--- src/rtl/mux_dec_pkg.sv ---
package mux_dec_pkg;

    localparam int MAX_CH   = 8;
    localparam int CH_IDX_W = $clog2(MAX_CH);

    typedef enum logic {
        MODE_DIFF   = 1'b0,
        MODE_SINGLE = 1'b1
    } in_mode_e;

    typedef struct packed {
        in_mode_e   mode;
        logic       sign;
        logic [1:0] sel;
    } mux_word_t;

    typedef struct packed {
        logic                pos_vld;
        logic [CH_IDX_W-1:0] pos_idx;
        logic                neg_vld;
        logic [CH_IDX_W-1:0] neg_idx;
        logic                com_neg;
        logic                bad;
    } route_t;

    function automatic route_t route_idle();
        route_t r;
        r = '0;
        return r;
    endfunction

    // Differential route for pair index p; sign picks the odd member as positive.
    function automatic route_t route_pair(logic [CH_IDX_W-2:0] p, logic sign);
        route_t r;
        r         = '0;
        r.pos_vld = 1'b1;
        r.neg_vld = 1'b1;
        r.pos_idx = {p, sign};
        r.neg_idx = {p, ~sign};
        return r;
    endfunction

    // Single-ended route: channel positive, common line negative.
    function automatic route_t route_single(logic [CH_IDX_W-1:0] ch);
        route_t r;
        r         = '0;
        r.pos_vld = 1'b1;
        r.pos_idx = ch;
        r.com_neg = 1'b1;
        return r;
    endfunction

endpackage

--- src/rtl/mux_word_decode.sv ---
module mux_word_decode
    import mux_dec_pkg::*;
#(
    parameter int NCH = 8
) (
    input  mux_word_t word,
    output route_t    route
);

    generate
        if (NCH == 4) begin : g_four
            always_comb begin
                if (word.sel[1]) begin
                    route     = route_idle();
                    route.bad = 1'b1;
                end else if (word.mode == MODE_SINGLE) begin
                    route = route_single({1'b0, word.sel[0], word.sign});
                end else begin
                    route = route_pair({1'b0, word.sel[0]}, word.sign);
                end
            end
        end else begin : g_eight
            always_comb begin
                if (word.mode == MODE_SINGLE) begin
                    route = route_single({word.sel, word.sign});
                end else begin
                    route = route_pair(word.sel, word.sign);
                end
            end
        end
    endgenerate

    always_comb begin
        if (!route.bad) begin
            assert_pair_adjacent_R3: assert (!(route.pos_vld && route.neg_vld) ||
                (route.pos_idx[CH_IDX_W-1:1] == route.neg_idx[CH_IDX_W-1:1] &&
                 route.pos_idx[0] != route.neg_idx[0]));
        end
    end

endmodule

--- src/rtl/mux_enable_reg.sv ---
module mux_enable_reg
    import mux_dec_pkg::*;
#(
    parameter int NCH = 8
) (
    input  logic           clk,
    input  logic           rst,
    input  logic           load,
    input  route_t         route,
    output logic [NCH-1:0] pos_en,
    output logic [NCH-1:0] neg_en,
    output logic           com_neg,
    output logic           addr_bad
);

    generate
        for (genvar i = 0; i < NCH; i++) begin : g_ch
            always_ff @(posedge clk) begin
                if (rst) begin
                    pos_en[i] <= 1'b0;
                    neg_en[i] <= 1'b0;
                end else if (load) begin
                    pos_en[i] <= route.pos_vld && (int'(route.pos_idx) == i);
                    neg_en[i] <= route.neg_vld && (int'(route.neg_idx) == i);
                end
            end
        end
    endgenerate

    always_ff @(posedge clk) begin
        if (rst) begin
            com_neg  <= 1'b0;
            addr_bad <= 1'b0;
        end else if (load) begin
            com_neg  <= route.com_neg;
            addr_bad <= route.bad;
        end
    end

    assert_pos_onehot_R5: assert property (@(posedge clk) disable iff (rst)
        $onehot0(pos_en));
    assert_neg_onehot_R5: assert property (@(posedge clk) disable iff (rst)
        $onehot0(neg_en));
    assert_no_overlap_R5: assert property (@(posedge clk) disable iff (rst)
        (pos_en & neg_en) == '0);
    assert_hold_R4: assert property (@(posedge clk) disable iff (rst)
        !load |=> $stable(pos_en) && $stable(neg_en) && $stable(com_neg) && $stable(addr_bad));
    assert_com_alone_R2: assert property (@(posedge clk) disable iff (rst)
        com_neg |-> (neg_en == '0) && $countones(pos_en) == 1);
    assert_bad_closed_R6: assert property (@(posedge clk) disable iff (rst)
        addr_bad |-> (pos_en == '0) && (neg_en == '0) && !com_neg);

endmodule

--- src/rtl/mux_addr_decoder.sv ---
module mux_addr_decoder
    import mux_dec_pkg::*;
#(
    parameter int NCH = 8
) (
    input  logic           clk,
    input  logic           rst,
    input  logic           load,
    input  logic [3:0]     mux_word,
    output logic [NCH-1:0] pos_en,
    output logic [NCH-1:0] neg_en,
    output logic           com_neg,
    output logic           addr_bad
);

    mux_word_t word_s;
    route_t    route_s;

    assign word_s = mux_word_t'(mux_word);

    mux_word_decode #(.NCH(NCH)) u_decode (
        .word  (word_s),
        .route (route_s)
    );

    mux_enable_reg #(.NCH(NCH)) u_enables (
        .clk      (clk),
        .rst      (rst),
        .load     (load),
        .route    (route_s),
        .pos_en   (pos_en),
        .neg_en   (neg_en),
        .com_neg  (com_neg),
        .addr_bad (addr_bad)
    );

    initial begin
        assert_variant_R6: assert (NCH == 4 || NCH == 8);
    end

    assert_idle_until_load_R1: assert property (@(posedge clk)
        rst |=> (pos_en == '0) && (neg_en == '0) && !com_neg && !addr_bad);

endmodule

--- config.mk ---
export PLATFORM = sky130hd
export DESIGN_NAME = mux_addr_decoder
export DESIGN_NICKNAME = d
export VERILOG_FILES = /design/src/rtl/mux_dec_pkg.sv /design/src/rtl/mux_word_decode.sv /design/src/rtl/mux_enable_reg.sv /design/src/rtl/mux_addr_decoder.sv
export SDC_FILE = /design/constraint.sdc
export NUM_CORES = 1
export LEC_CHECK = 0
export BUFFER_PORTS_ARGS = -buffer_cell sky130_fd_sc_hd__buf_2
export CORE_UTILIZATION = 35
export DETAILED_ROUTE_END_ITERATION = 12
export PLACE_DENSITY = 0.66
export REMOVE_ABC_BUFFERS = 1
export SETUP_SLACK_MARGIN = 0.05
export SYNTH_ARGS = -nofsm -noshare
export SYNTH_HDL_FRONTEND = slang
export SYNTH_SLANG_ARGS = --single-unit
--- constraint.sdc ---
create_clock -name clk -period 1.96 [get_ports clk]
set_input_delay 0.098 -clock clk [delete_from_list [all_inputs] [get_ports clk]]
set_output_delay 0.098 -clock clk [all_outputs]
set_load 0.02 [all_outputs]
Yosys cells after proc, flatten, opt, wreduce, memory -nomap -nowiden
Index checks and enable logic that the tools add are counted.

Logic and storage cells: 52. Bits in registers: 18. Output and inout bits: 18. Input port bits: 7.

Reduce and logical (&&, ||, !) cells: 18. Bitwise operators: 1. Muxes and demuxes: 1. Equal/unequal tests: 14.

Operators with widths (count): 3-bit == test, second input constant (8); 3-bit by 2-bit == test with 1-bit output, second input constant (4); 1-bit logical AND (8); 1-bit logical AND, first input constant (8); 3-bit by 1-bit == test with 1-bit output, second input constant (2); 3-bit zero test (2); 6-bit 2-to-1 mux (1); 1-bit inverter (1).

Depth between registers and ports, before layout
Gate-level depths: netlist of run 1.

Depth in word-level cells: 4. Mapped depth: 4. Mapped depth without buffers: 2.

By module
A second synthesis of run 1 with hierarchy kept.

Cell total of the unflattened synthesis: 82. Area, all modules: 768.2 µm².

Modules (own cells, without submodules): mux_enable_reg (cells each 70, times used 1, seq. area each 360.3 µm², area an instance 695.7 µm²); mux_word_decode (cells each 12, times used 1, seq. area each 0.0 µm², area an instance 72.6 µm²).

Least setup slack after synthesis of run 1
No wires, ideal clock.

Kind: register to register. From: reg u_enables.neg_en[1] (netlist name). To: reg u_enables.neg_en[1]. Cell stages (with the launch flop): 3. Buffers on the path: 0. Data arrival time: 930 ps. Period minus slack after synthesis: 1026 ps. Slack: 934 ps. Data required time: 1864 ps. Setup time: 96 ps. Cell sequence: dfxtp_1 -> or3b_2 -> o41ai_2.

RTL lines: to (signal, indexed assignment) (RTL line mux_enable_reg.sv:24) `neg_en[i] <= route.neg_vld && (int'(route.neg_idx) == i);`; to (decl) (RTL line mux_enable_reg.sv:11) `output logic [NCH-1:0] neg_en,`.

==> results of run 1 <==
[Yosys cell counts, types with 2 or more instances]
master      n  share of area, %
nand4b_1    4               4.6
dfxtp_1    17                45
o32ai_1     7               8.1
buf_4       2               2.0
buf_2       4               2.6
inv_1       4               2.0
a21oi_1     7               4.6
nand4bb_1   4               5.9
nand2b_1   14                12
[power breakdown]
part	switching [µW]	total, µW	internal [µW]
sequential	3.36	356	353
clock	111	187	76.1
combinational	46.7	73.9	27.2
total	161	617	456
[metrics by stage]
step,std cells,total power (µW),hold WS (ps)
2_1_floorplan,67,400,160
3_3_place_gp,117,436,392
3_5_place_dp,117,438,390
4_1_cts,121,625,93.4
5_1_grt,121,649,135
6_report,121,617,99.3
[layout make-up]
cell class              instances  share of cell area, %
well taps                      27                   3.84
clock inverters                 1                  0.568
clock buffers                   3                   2.56
flip-flops and latches         17                   38.6
repair buffers                 23                   13.1
multi-input cells              46                   39.6
inverters                       4                   1.70
[registers in the layout, summed over array words and instances, names as in the netlist]
signal             count
u_enables.neg_en       8
u_enables.pos_en       8
u_enables.com_neg      1
[metal layers]
metal	wire length (µm)	GRT usage, %
met3	91	4.72
met2	611	21.4
met1	730	18.5
met4	38	7.35
met5	0	0
[worst max-delay path by stage]
| stage | startpoint | endpoint | slack [ps] |
|---|---|---|---|
| CTS | u_enables.neg_en[1]$_SDFFE_PP0P_ | u_enables.neg_en[1]$_SDFFE_PP0P_ | 1020 |
| floorplan | u_enables.neg_en[1]$_SDFFE_PP0P_ | u_enables.neg_en[1]$_SDFFE_PP0P_ | 930 |
| global route | u_enables.pos_en[0]$_SDFFE_PP0P_ | pos_en[0] | 990 |
| finish | u_enables.neg_en[1]$_SDFFE_PP0P_ | u_enables.neg_en[1]$_SDFFE_PP0P_ | 1030 |
| global placement | load | u_enables.pos_en[0]$_SDFFE_PP0P_ | 830 |
| detailed placement | load | u_enables.pos_en[0]$_SDFFE_PP0P_ | 780 |
[worst min-delay path: cells and delay by family]
kind          cells  cell delay (ps)
buf+inv           1              110
simple gates      1               80
mux               1               70
[cell families (layout without fill, tap and decap cells)]
family | count (synthesis) | after routing | synth area share (%)
AND/OR/NAND/NOR | 28 | 28 | 28.2
buffers and inverters | 13 | 31 | 9.07
other | 1 | 1 | 0.495
multiplexers | 1 | 1 | 1.32
flip-flops | 17 | 17 | 44.9
AO/OA/AOI/OAI | 16 | 16 | 16.0
==> results by stage, run 1 <==
CTS:
- The clock root buffer master is clkbuf_4.
- TritonCTS built the clock tree.
- The clock reaches the later pin of the worst-skew pair after 290 ps.
- Once the clock tree was built, the resizer swapped 0 gates to a different size.
- After clock tree synthesis, the flow added hold-fix buffers numbering 0.
- The sink count of the clock tree is 17.
- The total CTS buffers is 3.
- The number of buffers between clock root and the deepest sink is 2.
- The clock input transition at the sequential cells of the worst setup and hold paths is 90 ps.
- CTS built an H-tree with a depth of 1.
- Once the clock tree was built, the setup fixing pass inserted 0 buffers.

Power:
- The maximum vdd drop is 0.000416 V.
- Dividing total power by cell area gives a power density of 700 mW/mm².
- The leakage power is 0.000351 µW.

GRT:
- Global routing consumed, over all layers together, 14.4% of the routing resources.
- The global-route wire length before repair is 2590 µm.
- After global routing the overflow that remains totals 0.
- The number of antenna violations at the first check in global routing is 0.
- The pin count of the biggest net entering global routing is 29.
- The via count of the first global-routing pass was 566.

Synthesis:
- The most used flip-flop cell after synthesis is dfxtp_1.
- The cell area that synthesis handed to floorplanning was 758 µm².
- Synthesis handed over a netlist of 76 instances.
- The synthesized netlist contains 22 unique library cells.
- The register bit count reported by yosys is 17.
- The mean area per synthesized cell is 9.98 µm².
- The sequential share of the synthesized area is 44.9%.
- The number of warnings issued by yosys is 0.
- The proportion of register bits with asynchronous set or reset after synthesis is 0%.
- In this run, synthesis inferred 0 flip-flops with an integrated enable.

Floorplanning:
- The die extent in x is 48.5 µm.
- The core region is 0.00200 mm².
- The die covers 0.00236 mm².
- During I/O placement, the number of pins put on the boundary was 25.
- The die is 48.5 µm tall.
- Row generation in the floorplan step produced 16 rows.
- The initial core utilization is 37.9%.

Layout:
- Once layout is complete, the utilization of the core stands at 44.0%.
- The final design area excluding fillers is 881 µm².
- The filler cell count in the final layout is 204.
- In the final layout, the multi-input gates occupy 349 µm².
- The leading cell type in the layout, fill and taps excluded is buf_2.
- Of the cells placed in the final design, the portion with a size suffix greater than 1 is 34.0%.
- The sequential cell area in the final layout is 340 µm².
- The library cells used most frequently in the layout, excluding fill and tap cells, are buf_2, dfxtp_1, nand2b_1, o32ai_1, a21oi_1.
- The number of nets in the final layout is 102.
- The area growth from synthesis to layout is 16.2%.
- The number of diodes is 0.

Worst setup path:
- In this run the critical register-to-register path is launched from u_enables.neg_en[1]$_SDFFE_PP0P_.
- The worst setup path is of the reg -> reg kind.
- The type of element launching the critical path is a flip-flop.
- The data required time of the worst path is 2160 ps.
- The critical path goes through or3b_2 -> o41ai_2.
- The endpoint identified for the worst register-to-register timing path is u_enables.neg_en[1]$_SDFFE_PP0P_.
- The top cell family by delay on the critical path is simple AND/OR/NAND/NOR gates.
- The largest incremental delay on the critical path is 450 ps.
- The number of cells on the critical path is 2.
- The worst setup path is captured at a flip-flop.
- The worst register-to-register path has a depth of 2.
- The data arrival time at the worst-slack endpoint is 1130 ps.
- The register-to-register setup slack is 1030 ps.
- Together, buffers and inverters on the worst path number 0.
- The slowest stage of the critical path is the or3b_2 cell.
- The highest fanout seen on the critical path is 2.

Timing:
- The smallest clock period supported by the final layout is computed as 931 ps.
- Derived from the worst setup path, the maximum achievable clock frequency is 1070 MHz.
- Setup repair after global routing left no endpoint under its margin.
- The final clock period utilization by the worst path is 47.5%.
- The count of endpoints failing hold in the final timing report is 0.
- Across all setup checks in the final design, the least slack found is 1030 ps.
- The number of failing setup endpoints in the final timing report is 0.
- The final clock skew is 0 ps.
- The sum of negative setup slack is 0 ps.
- The final max-slew violation count is 0.

Min path:
- The terminating pin of the worst hold path is u_enables.com_neg$_SDFFE_PP0P_.
- The class of the tightest hold or removal check is in -> reg.
- The cell depth of the worst hold path is 3.
- The worst hold path startpoint is mux_word[3].

Placement:
- At the placement stage, the worst setup path has a slack of 781 ps.
- The HPWL after detailed placement is 938 µm.
- Buffers placed on the I/O ports in this run total 23.
- The congestion estimate from routability-driven global placement came to 0.694.
- Summing all placed instances gives a cell area of 853 µm².

Detailed routing:
- After the first detailed-routing iteration, the DRC count stood at 17.
- In this run the remaining antenna-violating nets after routing total 0.
- In the routed layout, each cell is associated on average with a via count of 5.07.
- The routed layout has 614 vias.
- Dividing the detail-routed wire length by the instance count gives 12.2 µm.
- For this run, design rule violations remaining after detail routing come to 0.
- The number of iterations in the first detailed-routing pass is 4.
- The total wire length is 1470 µm.

Job:
- Across the run, the number of max-cap violations was 0.

Outcome:
- The run finished with clean final reports.
Note: power is estimated with default switching activity, not from simulation.
==> run 2, diff against run 1 <==
ABC_AREA = 1   (was not set)
PLACE_DENSITY = 0.68   (was 0.66)
clock period = 0.95 ns   (was 1.96 ns; I/O delays follow)
==> results by stage, run 2 <==
Floorplanning:
- The core area is 0.00173 mm².
- The die covers 0.00201 mm².
- In this run the vertical extent of the chip is 44.8 µm.
- The number of placed I/O pins is 25.
- The number of rows created at floorplan is 15.
- The die extent in x is 44.8 µm.
- The initial core utilization is 37.2%.

Detailed routing:
- Across all layers, the routed design uses 603 vias.
- The antenna violation net count after detailed routing is 0.
- After the first detailed-routing iteration, the DRC count stood at 4.
- For this run, design rule violations remaining after detail routing come to 0.
- Using the TritonRoute via totals, the vias-per-cell ratio works out to 4.53.
- The first TritonRoute pass finished after 4 iterations.
- Dividing the detail-routed wire length by the instance count gives 9.88 µm.
- The final layout contains routed wiring with a total length of 1310 µm.

Power:
- Net switching is 25.4% of the power.
- Internal power comes to 931 µW.
- The leakage power is 0.000362 µW.
- For this design the total switching power over the nets is 317 µW.
- The worst-case IR drop observed on VDD is 0.000656 V.
- The sequential group share of total power is 58.9%.
- The clock network fraction of design power is 30.3%.
- Power spread over the standard cell area amounts to 1560 mW/mm².
- Combinational logic is responsible for 10.8% of the overall power.

Layout:
- The final layout contains 116 nets.
- The number of diodes is 0.
- The largest registers in the layout are u_enables.neg_en (8), u_enables.pos_en (8), u_enables.com_neg (1).
- Leaving out fill and tap cells, the most frequent cells in the layout are nand2_1, buf_2, dfxtp_1, a21oi_1, nand3_1.
- The filler cell count in the final layout is 203.
- The layout cell share with drive strength beyond 1 is 25.9%.
- The leading cell type in the layout, fill and taps excluded is nand2_1.
- The area growth from synthesis to final layout is 24.6%.
- For this run, the number of standard cells in the final layout without fillers is 133.

Placement:
- The final weighted congestion of routability-driven global placement is 0.762.
- In this run, placement finished with an instance count of 128.
- The count of buffers added on input and output ports is 23.
- Detailed placement ended at an HPWL of 880 µm.

Min path:
- The class of the tightest hold or removal check is in -> reg.

Synthesis:
- The cell taking the most area after synthesis is dfxtp_1.
- The number of warnings issued by yosys is 0.
- Counting flops and latches in the post-synthesis netlist gives 17.
- For this run, asynchronously set or reset flops after synthesis account for 0%.
- The synthesized netlist contains 13 unique library cells.
- In the synthesized netlist the dominant register cell turns out to be dfxtp_1.
- Summing the sequential cell areas from Yosys gives 53.0% of the chip area.
- The synthesized design contains 0 enable-type register cells.
- In the synthesized netlist, the cells that appear most often are nand2_1, dfxtp_1, a21oi_1, nand3_1, nor2_1.
- In this run the biggest area consumer among cell types represents 53.0% of the synthesized area.
- The most instantiated library cell after synthesis is nand2_1.
- Counting every instance in the synthesized netlist gives 84.
- Sorting the synthesized cells by area gives the leading types as dfxtp_1, nand2_1, a21oi_1.
- After synthesis, the mean cell area works out to 7.64 µm².
- The area of the mapped netlist is 642 µm².

GRT:
- The pin count of the biggest net entering global routing is 18.
- The met1 capacity usage during global routing is 17.1%.
- The first global-routing pass estimated 1990 µm of wire.
- The number of antenna violations at the first check in global routing is 0.
- In the global route stage, met3 resource usage came out at 3.20%.
- Global routing used 14.0% of the available tracks across all layers.
- After global routing the overflow that remains totals 0.
- The via count of the first global-routing pass is 489.
- For met2 alone, demand over resource in global routing was 21.2%.
- The busiest metal layer after global routing is met2.

Timing:
- The maximum achievable frequency is 1180 MHz.
- The sum of negative setup slack is 0 ps.
- Setup violations remaining at the end of the flow were counted as 0.
- The clock period could shrink to 850 ps.
- The count of endpoints failing hold in the final timing report is 0.
- Of the available clock period, the critical path in the final layout requires 89.4%.
- The final clock skew is 0 ps.
- Setup repair after global routing left no endpoint under its margin.
- The final max-slew violation count came to 0.

CTS:
- The sink count of the clock tree is 17.
- The clock latency reported for the late side of the worst-skew pair is 280 ps.
- Clock-pin slew was measured on the worst setup and hold paths at 90 ps.
- Counting along the longest clock path gives a buffer depth of 2.
- The H-tree depth is 1.
- TritonCTS built the clock tree.
- The clock root buffer master is clkbuf_4.
- The post-cts resize count is 0.
- In this run, CTS created clock tree buffers numbering 3.

Worst setup path:
- The top cell family by delay on the critical path is flip-flops.
- The data required time of the worst path is 900 ps.
- Walking the worst path, the cells encountered are buf_2.
- The worst setup path category is reg -> out.
- Together, buffers and inverters on the worst path number 1.
- The data arrival time at the worst-slack endpoint is 800 ps.
- The endpoint type of the worst setup path is an output port.
- The highest fanout seen on the critical path is 2.
- In this design, the stage delay of the slowest critical-path cell is 350 ps.
- The type of element launching the critical path is a flip-flop.
- The cell with the biggest individual delay on the critical path is dfxtp_1.

Outcome:
- The run finished with clean final reports.

Job:
- The tool flagged a number of max-cap violations equal to 0.
## run 2: repair_timing
item | CTS | global route
hold buffers | 1 | 0
endpoints found under the hold margin | 1 | 0
buffers inserted | 0 | 0
## run 2: worst paths after layout
kind | start | end | slack (ps) | depth (start not counted)
max reg2reg | u_enables.com_neg$_SDFFE_PP0P_ | u_enables.com_neg$_SDFFE_PP0P_ | 340 | 2
min | load | u_enables.com_neg$_SDFFE_PP0P_ | 70 | 3
max | u_enables.neg_en[4]$_SDFFE_PP0P_ | neg_en[4] | 100 | 1
min reg2reg | u_enables.neg_en[0]$_SDFFE_PP0P_ | u_enables.neg_en[0]$_SDFFE_PP0P_ | 470 | 2
## run 2: per-layer routing
metal	up-vias	share of wire, %
li1	317	-
met1	269	47
met2	15	47
met3	2	4.9
met4	0	1.1
met5	-	0
## run 2: power groups by stage
| stage | Combinational [µW] | Clock, µW | Sequential [µW] |
|---|---|---|---|
| 4_1_cts | 134 | 396 | 735 |
| 5_1_grt | 148 | 426 | 738 |
| 3_5_place_dp | 130 | 0 | 752 |
| 2_1_floorplan | 55.3 | 0 | 772 |
| 6_report | 134 | 379 | 735 |
| 3_3_place_gp | 130 | 0 | 752 |
## run 2: cells by family (layout without fill, tap and decap cells)
| kind of cell | Yosys count | after routing | share of synthesized area, % |
|---|---|---|---|
| AND/OR/NAND/NOR | 39 | 39 | 25.3 |
| AO/OA/AOI/OAI | 17 | 17 | 13.6 |
| flip-flops | 17 | 17 | 53.0 |
| buffers and inverters | 10 | 34 | 7.40 |
| other | 1 | 1 | 0.584 |
## run 2: through the flow
stage               area (µm²)  power (µW)  util [%]  hold WS, ps  worst slack (ps)
global route               800        1310      46.3         86.6              53.9
finish                     800        1250      46.3         70.5               100
global placement           763         881      44.2          289               180
floorplan                  617         827         -          117               254
CTS                        800        1270      46.3         64.4              90.0
detailed placement         763         882      44.2          297               156
## run 2: worst min-delay path: cells and delay by family
kind | cells | cell delay [ps]
simple gates | 1 | 100
buf+inv | 1 | 120
compound gates | 1 | 50
## run 2: cell type report
cell class	count	area, µm²	area share (%)
flip-flops and latches	17	340	42.6
multi-input cells	57	254	31.8
repair buffers	24	125	15.6
well taps	25	31.3	3.91
clock buffers	4	26.3	3.29
inverters	6	22.5	2.82
